`config.mk`:
```
export PLATFORM = sky130hd
export DESIGN_NAME = parcel_framer
export DESIGN_NICKNAME = d
export VERILOG_FILES = /design/src/rtl/framer_pkg.sv /design/src/rtl/framer_lendec.sv /design/src/rtl/framer_ctrl.sv /design/src/rtl/framer_datapath.sv /design/src/rtl/parcel_framer.sv
export SDC_FILE = /design/constraint.sdc
export NUM_CORES = 1
export LEC_CHECK = 0
export BUFFER_PORTS_ARGS = -buffer_cell sky130_fd_sc_hd__buf_2
export CAP_MARGIN = 5
export CORE_MARGIN = 5
export CORE_UTILIZATION = 40
export DETAILED_ROUTE_END_ITERATION = 6
export HOLD_SLACK_MARGIN = 0.12
export MAX_ROUTING_LAYER = met4
export SLEW_MARGIN = 0
export SYNTH_ARGS = -nofsm -noshare
export SYNTH_HDL_FRONTEND = slang
export SYNTH_SLANG_ARGS = --single-unit
```
`constraint.sdc`:
```
create_clock -name clk -period 4 [get_ports clk]
set_clock_uncertainty 0.2 [all_clocks]
set_input_delay 0.4 -clock clk [delete_from_list [all_inputs] [get_ports clk]]
set_output_delay 0.4 -clock clk [all_outputs]
set_load 0.03 [all_outputs]
```
`src/rtl/framer_pkg.sv`:
```
package framer_pkg;
  localparam int PARCEL_W  = 16;
  localparam int CNT_W     = 4;
  localparam int LONG_BASE = 5;
  localparam int MAX_PARCELS = LONG_BASE + (2**CNT_W - 2);
  localparam int OUT_W     = PARCEL_W * MAX_PARCELS;
  localparam int LEN_W     = $clog2(MAX_PARCELS + 1);

  typedef logic [LEN_W-1:0]    lenT;
  typedef logic [PARCEL_W-1:0] parcelT;

  typedef struct packed {
    logic clear;
    logic write;
    lenT  idx;
  } strobeT;
endpackage

```
`src/rtl/framer_lendec.sv`:
```
module framer_lendec
  import framer_pkg::*;
(
  input  parcelT head,
  output lenT    decLen,
  output logic   decRes
);
  logic [CNT_W-1:0] extCnt;
  assign extCnt = head[7 +: CNT_W];

  always_comb begin
    decRes = 1'b0;
    if (head[1:0] != 2'b11)       decLen = LEN_W'(1);
    else if (head[4:2] != 3'b111) decLen = LEN_W'(2);
    else if (!head[5])            decLen = LEN_W'(3);
    else if (!head[6])            decLen = LEN_W'(4);
    else if (extCnt == '1) begin
      decLen = '0;
      decRes = 1'b1;
    end else begin
      decLen = LEN_W'(LONG_BASE) + LEN_W'(extCnt);
    end
  end
endmodule

```
`src/rtl/framer_ctrl.sv`:
```
module framer_ctrl
  import framer_pkg::*;
(
  input  logic   clk,
  input  logic   rstN,
  input  logic   inValid,
  input  logic   outReady,
  input  logic   flush,
  input  lenT    decLen,
  input  logic   decRes,
  output logic   inReady,
  output logic   outValid,
  output logic   outReserved,
  output lenT    outLen,
  output strobeT stb
);
  lenT  count, need, lenQ;
  logic validQ, resQ;
  logic inFire, outFire, atStart;

  assign inReady  = !flush && (!validQ || outReady);
  assign inFire   = inValid && inReady;
  assign outFire  = validQ && outReady;
  assign atStart  = (count == '0);

  assign stb.clear = outFire || flush;
  assign stb.write = inFire && !(atStart && decRes);
  assign stb.idx   = count;

  assign outValid    = validQ;
  assign outReserved = resQ;
  assign outLen      = lenQ;

  always_ff @(posedge clk) begin
    if (!rstN || flush) begin
      count  <= '0;
      need   <= '0;
      lenQ   <= '0;
      validQ <= 1'b0;
      resQ   <= 1'b0;
    end else begin
      if (outFire) begin
        validQ <= 1'b0;
        resQ   <= 1'b0;
        lenQ   <= '0;
      end
      if (inFire) begin
        if (atStart) begin
          if (decRes) begin
            validQ <= 1'b1;
            resQ   <= 1'b1;
            lenQ   <= '0;
          end else if (decLen == LEN_W'(1)) begin
            validQ <= 1'b1;
            lenQ   <= decLen;
          end else begin
            count <= LEN_W'(1);
            need  <= decLen;
          end
        end else if (count + LEN_W'(1) == need) begin
          validQ <= 1'b1;
          lenQ   <= need;
          count  <= '0;
        end else begin
          count <= count + LEN_W'(1);
        end
      end
    end
  end

  a_r8_stall: assert property (@(posedge clk) disable iff (!rstN)
    validQ && !outReady |-> !inReady);
  a_r8_hold: assert property (@(posedge clk) disable iff (!rstN)
    validQ && !outReady && !flush |=> validQ && $stable(lenQ) && $stable(resQ));
  a_r6_res_len: assert property (@(posedge clk) disable iff (!rstN)
    resQ |-> validQ && lenQ == '0);
  a_r5_len_range: assert property (@(posedge clk) disable iff (!rstN)
    validQ && !resQ |-> lenQ >= LEN_W'(1) && lenQ <= LEN_W'(MAX_PARCELS));
  a_r9_flush: assert property (@(posedge clk) disable iff (!rstN)
    flush |=> !validQ && count == '0);
  a_r8_idle_count: assert property (@(posedge clk) disable iff (!rstN)
    validQ |-> count == '0);
endmodule

```
`src/rtl/framer_datapath.sv`:
```
module framer_datapath
  import framer_pkg::*;
(
  input  logic           clk,
  input  logic           rstN,
  input  parcelT         inParcel,
  input  strobeT         stb,
  output logic [OUT_W-1:0] outData
);
  for (genvar i = 0; i < MAX_PARCELS; i++) begin : g_slot
    parcelT slot;
    always_ff @(posedge clk) begin
      if (!rstN)                                   slot <= '0;
      else if (stb.write && stb.idx == LEN_W'(i))  slot <= inParcel;
      else if (stb.clear)                          slot <= '0;
    end
    assign outData[i*PARCEL_W +: PARCEL_W] = slot;

    a_r7_slot_load: assert property (@(posedge clk) disable iff (!rstN)
      stb.write && stb.idx == LEN_W'(i) |=> slot == $past(inParcel));
  end
endmodule

```
`src/rtl/parcel_framer.sv`:
```
module parcel_framer
  import framer_pkg::*;
(
  input  logic             clk,
  input  logic             rstN,
  input  logic             inValid,
  output logic             inReady,
  input  logic [15:0]      inParcel,
  input  logic             flush,
  output logic             outValid,
  input  logic             outReady,
  output logic [303:0]     outData,
  output logic [4:0]       outLen,
  output logic             outReserved
);
  lenT    decLen;
  logic   decRes;
  strobeT stb;

  framer_lendec u_dec (
    .head   (inParcel),
    .decLen (decLen),
    .decRes (decRes)
  );

  framer_ctrl u_ctrl (
    .clk         (clk),
    .rstN        (rstN),
    .inValid     (inValid),
    .outReady    (outReady),
    .flush       (flush),
    .decLen      (decLen),
    .decRes      (decRes),
    .inReady     (inReady),
    .outValid    (outValid),
    .outReserved (outReserved),
    .outLen      (outLen),
    .stb         (stb)
  );

  framer_datapath u_dp (
    .clk      (clk),
    .rstN     (rstN),
    .inParcel (inParcel),
    .stb      (stb),
    .outData  (outData)
  );

  a_r7_upper_zero: assert property (@(posedge clk) disable iff (!rstN)
    outValid && !outReserved |-> (outData >> (int'(outLen) * PARCEL_W)) == '0);
  a_r6_res_data: assert property (@(posedge clk) disable iff (!rstN)
    outReserved |-> outData == '0);
  a_r8_data_hold: assert property (@(posedge clk) disable iff (!rstN)
    outValid && !outReady && !flush |=> $stable(outData));
endmodule

```
==> summary.txt <==
Power
  – Leak Pwr: 6.32 nW
  – PwrDens: ~430 nW/um^2
  – VDD IR-drop max: 0.319 mV

Clocking
  – H-tree level count: 2
  – Reg clk slew, reported paths: roughly 0.060 ns
  – Number of buffers created by CTS: 37
  – # resized after CTS: 0
  – Sink Count: roughly 320
  – Postcts setup bufs: 0
  – Clock buffer depth: 3
  – Latest clock arrival within the worst-skew pair: approximately 0.52 ns
  – Clk root buf: clkbuf_16
  – # hold bufs at CTS: 1
  – CTS tree: yes

STA
  – Worst-margin pin slew: slightly above 1 ns
  – Total negative slack: 0 ns
  – Fmax: 319 MHz
  – Fin. max-slew vios: 0
  – # setup viols final: 0
  – Max_slew headroom: 0.308
  – RSZ-0062 raised after global routing: false
  – Final Hold Viols: 0
  – Final period util: 0.783
  – Crit path time final: between 3 and 4 ns

Final layout
  – Syn-to-layout area delta: 21.3%
  – Nets@finish: about 1,800
  – Most common cell after layout, fill and taps aside: buf_2
  – Area taken by flip-flops and latches: ~6400 um^2
  – Most frequent cells in the layout: buf_2 (331), dfxtp_1 (321), nand3_1 (319)
  – Fill cells: 3,203
  – Share of layout cells above drive strength 1: 0.277
  – Finished Cell Area: between 15,000 and 20,000 um^2
  – Multi-input logic area: around 6300 um^2
  – # diodes: 0

Critical path
  – WS Path Type: register to register
  – Max FO, Critical Path: 16
  – Worst EP arrival: between 3 and 4 ns
  – Type of origin of the critical path: register
  – Slowest CP cell: or4_4
  – Reg2reg setup slack: 0.87 ns
  – CP cell instances: inv_1 > ha_1 > or4b_4 > or4_4 > and3_1 > nand2_1 > a21boi_0
  – Crit-path max cell delay: approximately 0.64 ns
  – CP endpoint kind: register
  – Crit path required time: between 4 and 5 ns

Die
  – Core area: between 30,000 and 40,000 um^2
  – Initial Utilization: 0.404
  – Die height: between 150 and 200 um
  – Row count: 67
  – Die extent in x: approximately 190 um
  – Die area: 37,500 um^2
  – I/O pin cnt: roughly 330

Route
  – DR iter-0 viols: 874
  – Via density: ~5.4
  – Avg WL per Cell: 21.4 um
  – ANT nets after route: 0
  – DRC errors left: 0
  – DR vias: between 10,000 and 15,000
  – First-pass detailed-route iteration total: 5
  – Final wirelength: 48,200 um

Placement
  – Final HPWL DP: 29,500 um
  – Routability cong.: roughly 0.85
  – Dpl cell area: 15,100 um^2
  – Count of input and output buffers: 332

Synthesis
  – Synth Warn #: 0
  – Post-synth ARST share: 0
  – Register bit total from synthesis: 321
  – Seq/Total Area, Yosys: 0.476
  – Top_reg_cell synth: dfxtp_1
  – Netlist cell types: 53
  – Avg Cell Area, Syn: ~8.7 um^2
  – Syn_nets: 1,587
  – Post-synth EDFFs: 0
  – Cells after Synth: approximately 1,600
  – Cell area after synthesis: ~13,000 um^2

Global routing
  – Vias in the first global route: 11,827
  – Total GRT Usage: 0.249
  – Initial antenna violation count: 0
  – Global route total overflow: 0
  – Largest net degree at the start of global routing: ~150
  – First-pass GRT wire length: about 73,000 um

Run status
  – Status: complete, no violations

Worst hold path
  – Hold crit path type: input pin to register

Job
  – Max-cap violations: 0
==> cell usage after synthesis (4+ instances only) <==
cell type	number	area share
nand3_1	319	0.12
or3_1	5	0.0023
clkbuf_1	120	0.033
o21ai_0	5	0.0019
a21oi_1	13	0.0048
nand4_1	10	0.0046
dfxtp_1	321	0.48
nor3_1	4	0.0015
inv_1	7	0.0019
buf_2	25	0.0093
buf_1	13	0.0036
buf_6	10	0.0083
ha_1	6	0.0056
nand2_2	40	0.019
nand2_1	276	0.077
nor2_1	9	0.0025
and3_1	10	0.0046
xnor2_1	7	0.0045
a21boi_1	26	0.014
buf_8	4	0.0044
a21boi_2	40	0.033
and4_1	8	0.0052
a21boi_0	238	0.13
==> report_power, final <==
group / switching [mW] / internal (mW) / leakage, nW
clock: 1.36 / 2.09 / 0.608
combinational: 0.263 / 0.0902 / 3.13
sequential: 0.00458 / 3.20 / 2.59
==> state kept, by name, indices dropped and copies added, names as in the netlist <==
name / flops
u_ctrl.count: 5
u_ctrl.need: 5
u_ctrl.outLen: 5
u_ctrl.outReserved: 1
u_ctrl.outValid: 1
u_dp.g_slot.slot: 304
==> worst max-delay path: cells and delay by family (launching register included) <==
kind	cells	cell delay, ns
compound gates	1	0.09
fa+ha+maj	1	0.38
buf+inv	1	0.13
simple gates	4	1.84
flops	1	0.37
==> metal layers <==
layer | up-vias | wire length (um) | global-route usage
met4 | 0 | 1650 | 0.0795
met2 | 479 | 21900 | 0.390
met3 | 91 | 4230 | 0.0749
met5 | - | 0 | -
li1 | 5796 | - | -
met1 | 5880 | 20300 | 0.310
==> final cells by class <==
cell class              instances  area share
clock buffers                  54      0.0642
well taps                     448      0.0342
clock inverters                12      0.0114
multi-input cells            1060       0.383
repair buffers                352       0.113
flip-flops and latches        321       0.393
inverters                       7     0.00161
==> worst paths after layout <==
check,start,end,cells past startpoint
setup / recovery,u_ctrl.count[0],u_dp.g_slot[15].slot[1],7
hold / removal,rstN,u_dp.g_slot[0].slot[6],2
setup reg to reg,u_ctrl.count[0],u_dp.g_slot[15].slot[1],7
hold reg to reg,u_dp.g_slot[13].slot[8],u_dp.g_slot[13].slot[8],2
==> through the flow <==
step	util	cells	power, mW	hold slack (ns)	worst slack (ns)
2_1_floorplan	-	1560	3.50	0.256	1.04
3_3_place_gp	0.452	2187	3.63	0.247	1.04
3_5_place_dp	0.452	2187	3.63	0.255	0.906
4_1_cts	0.489	2254	7.08	0.156	0.887
5_1_grt	0.489	2254	7.24	0.194	0.718
6_report	0.489	2254	7.02	0.150	0.870
==> logic make-up (layout without fill, tap and decap cells) <==
kind of cell | Yosys count | count (layout) | synth area share
simple gates | 704 | 704 | 0.252
fa+ha+maj | 6 | 6 | 0.00556
mux | 1 | 1 | 0.000742
compound gates | 340 | 340 | 0.198
flops | 321 | 321 | 0.476
xor+xnor | 9 | 9 | 0.00695
buf+inv | 179 | 425 | 0.0610
Power figures use the tool's default switching activity.
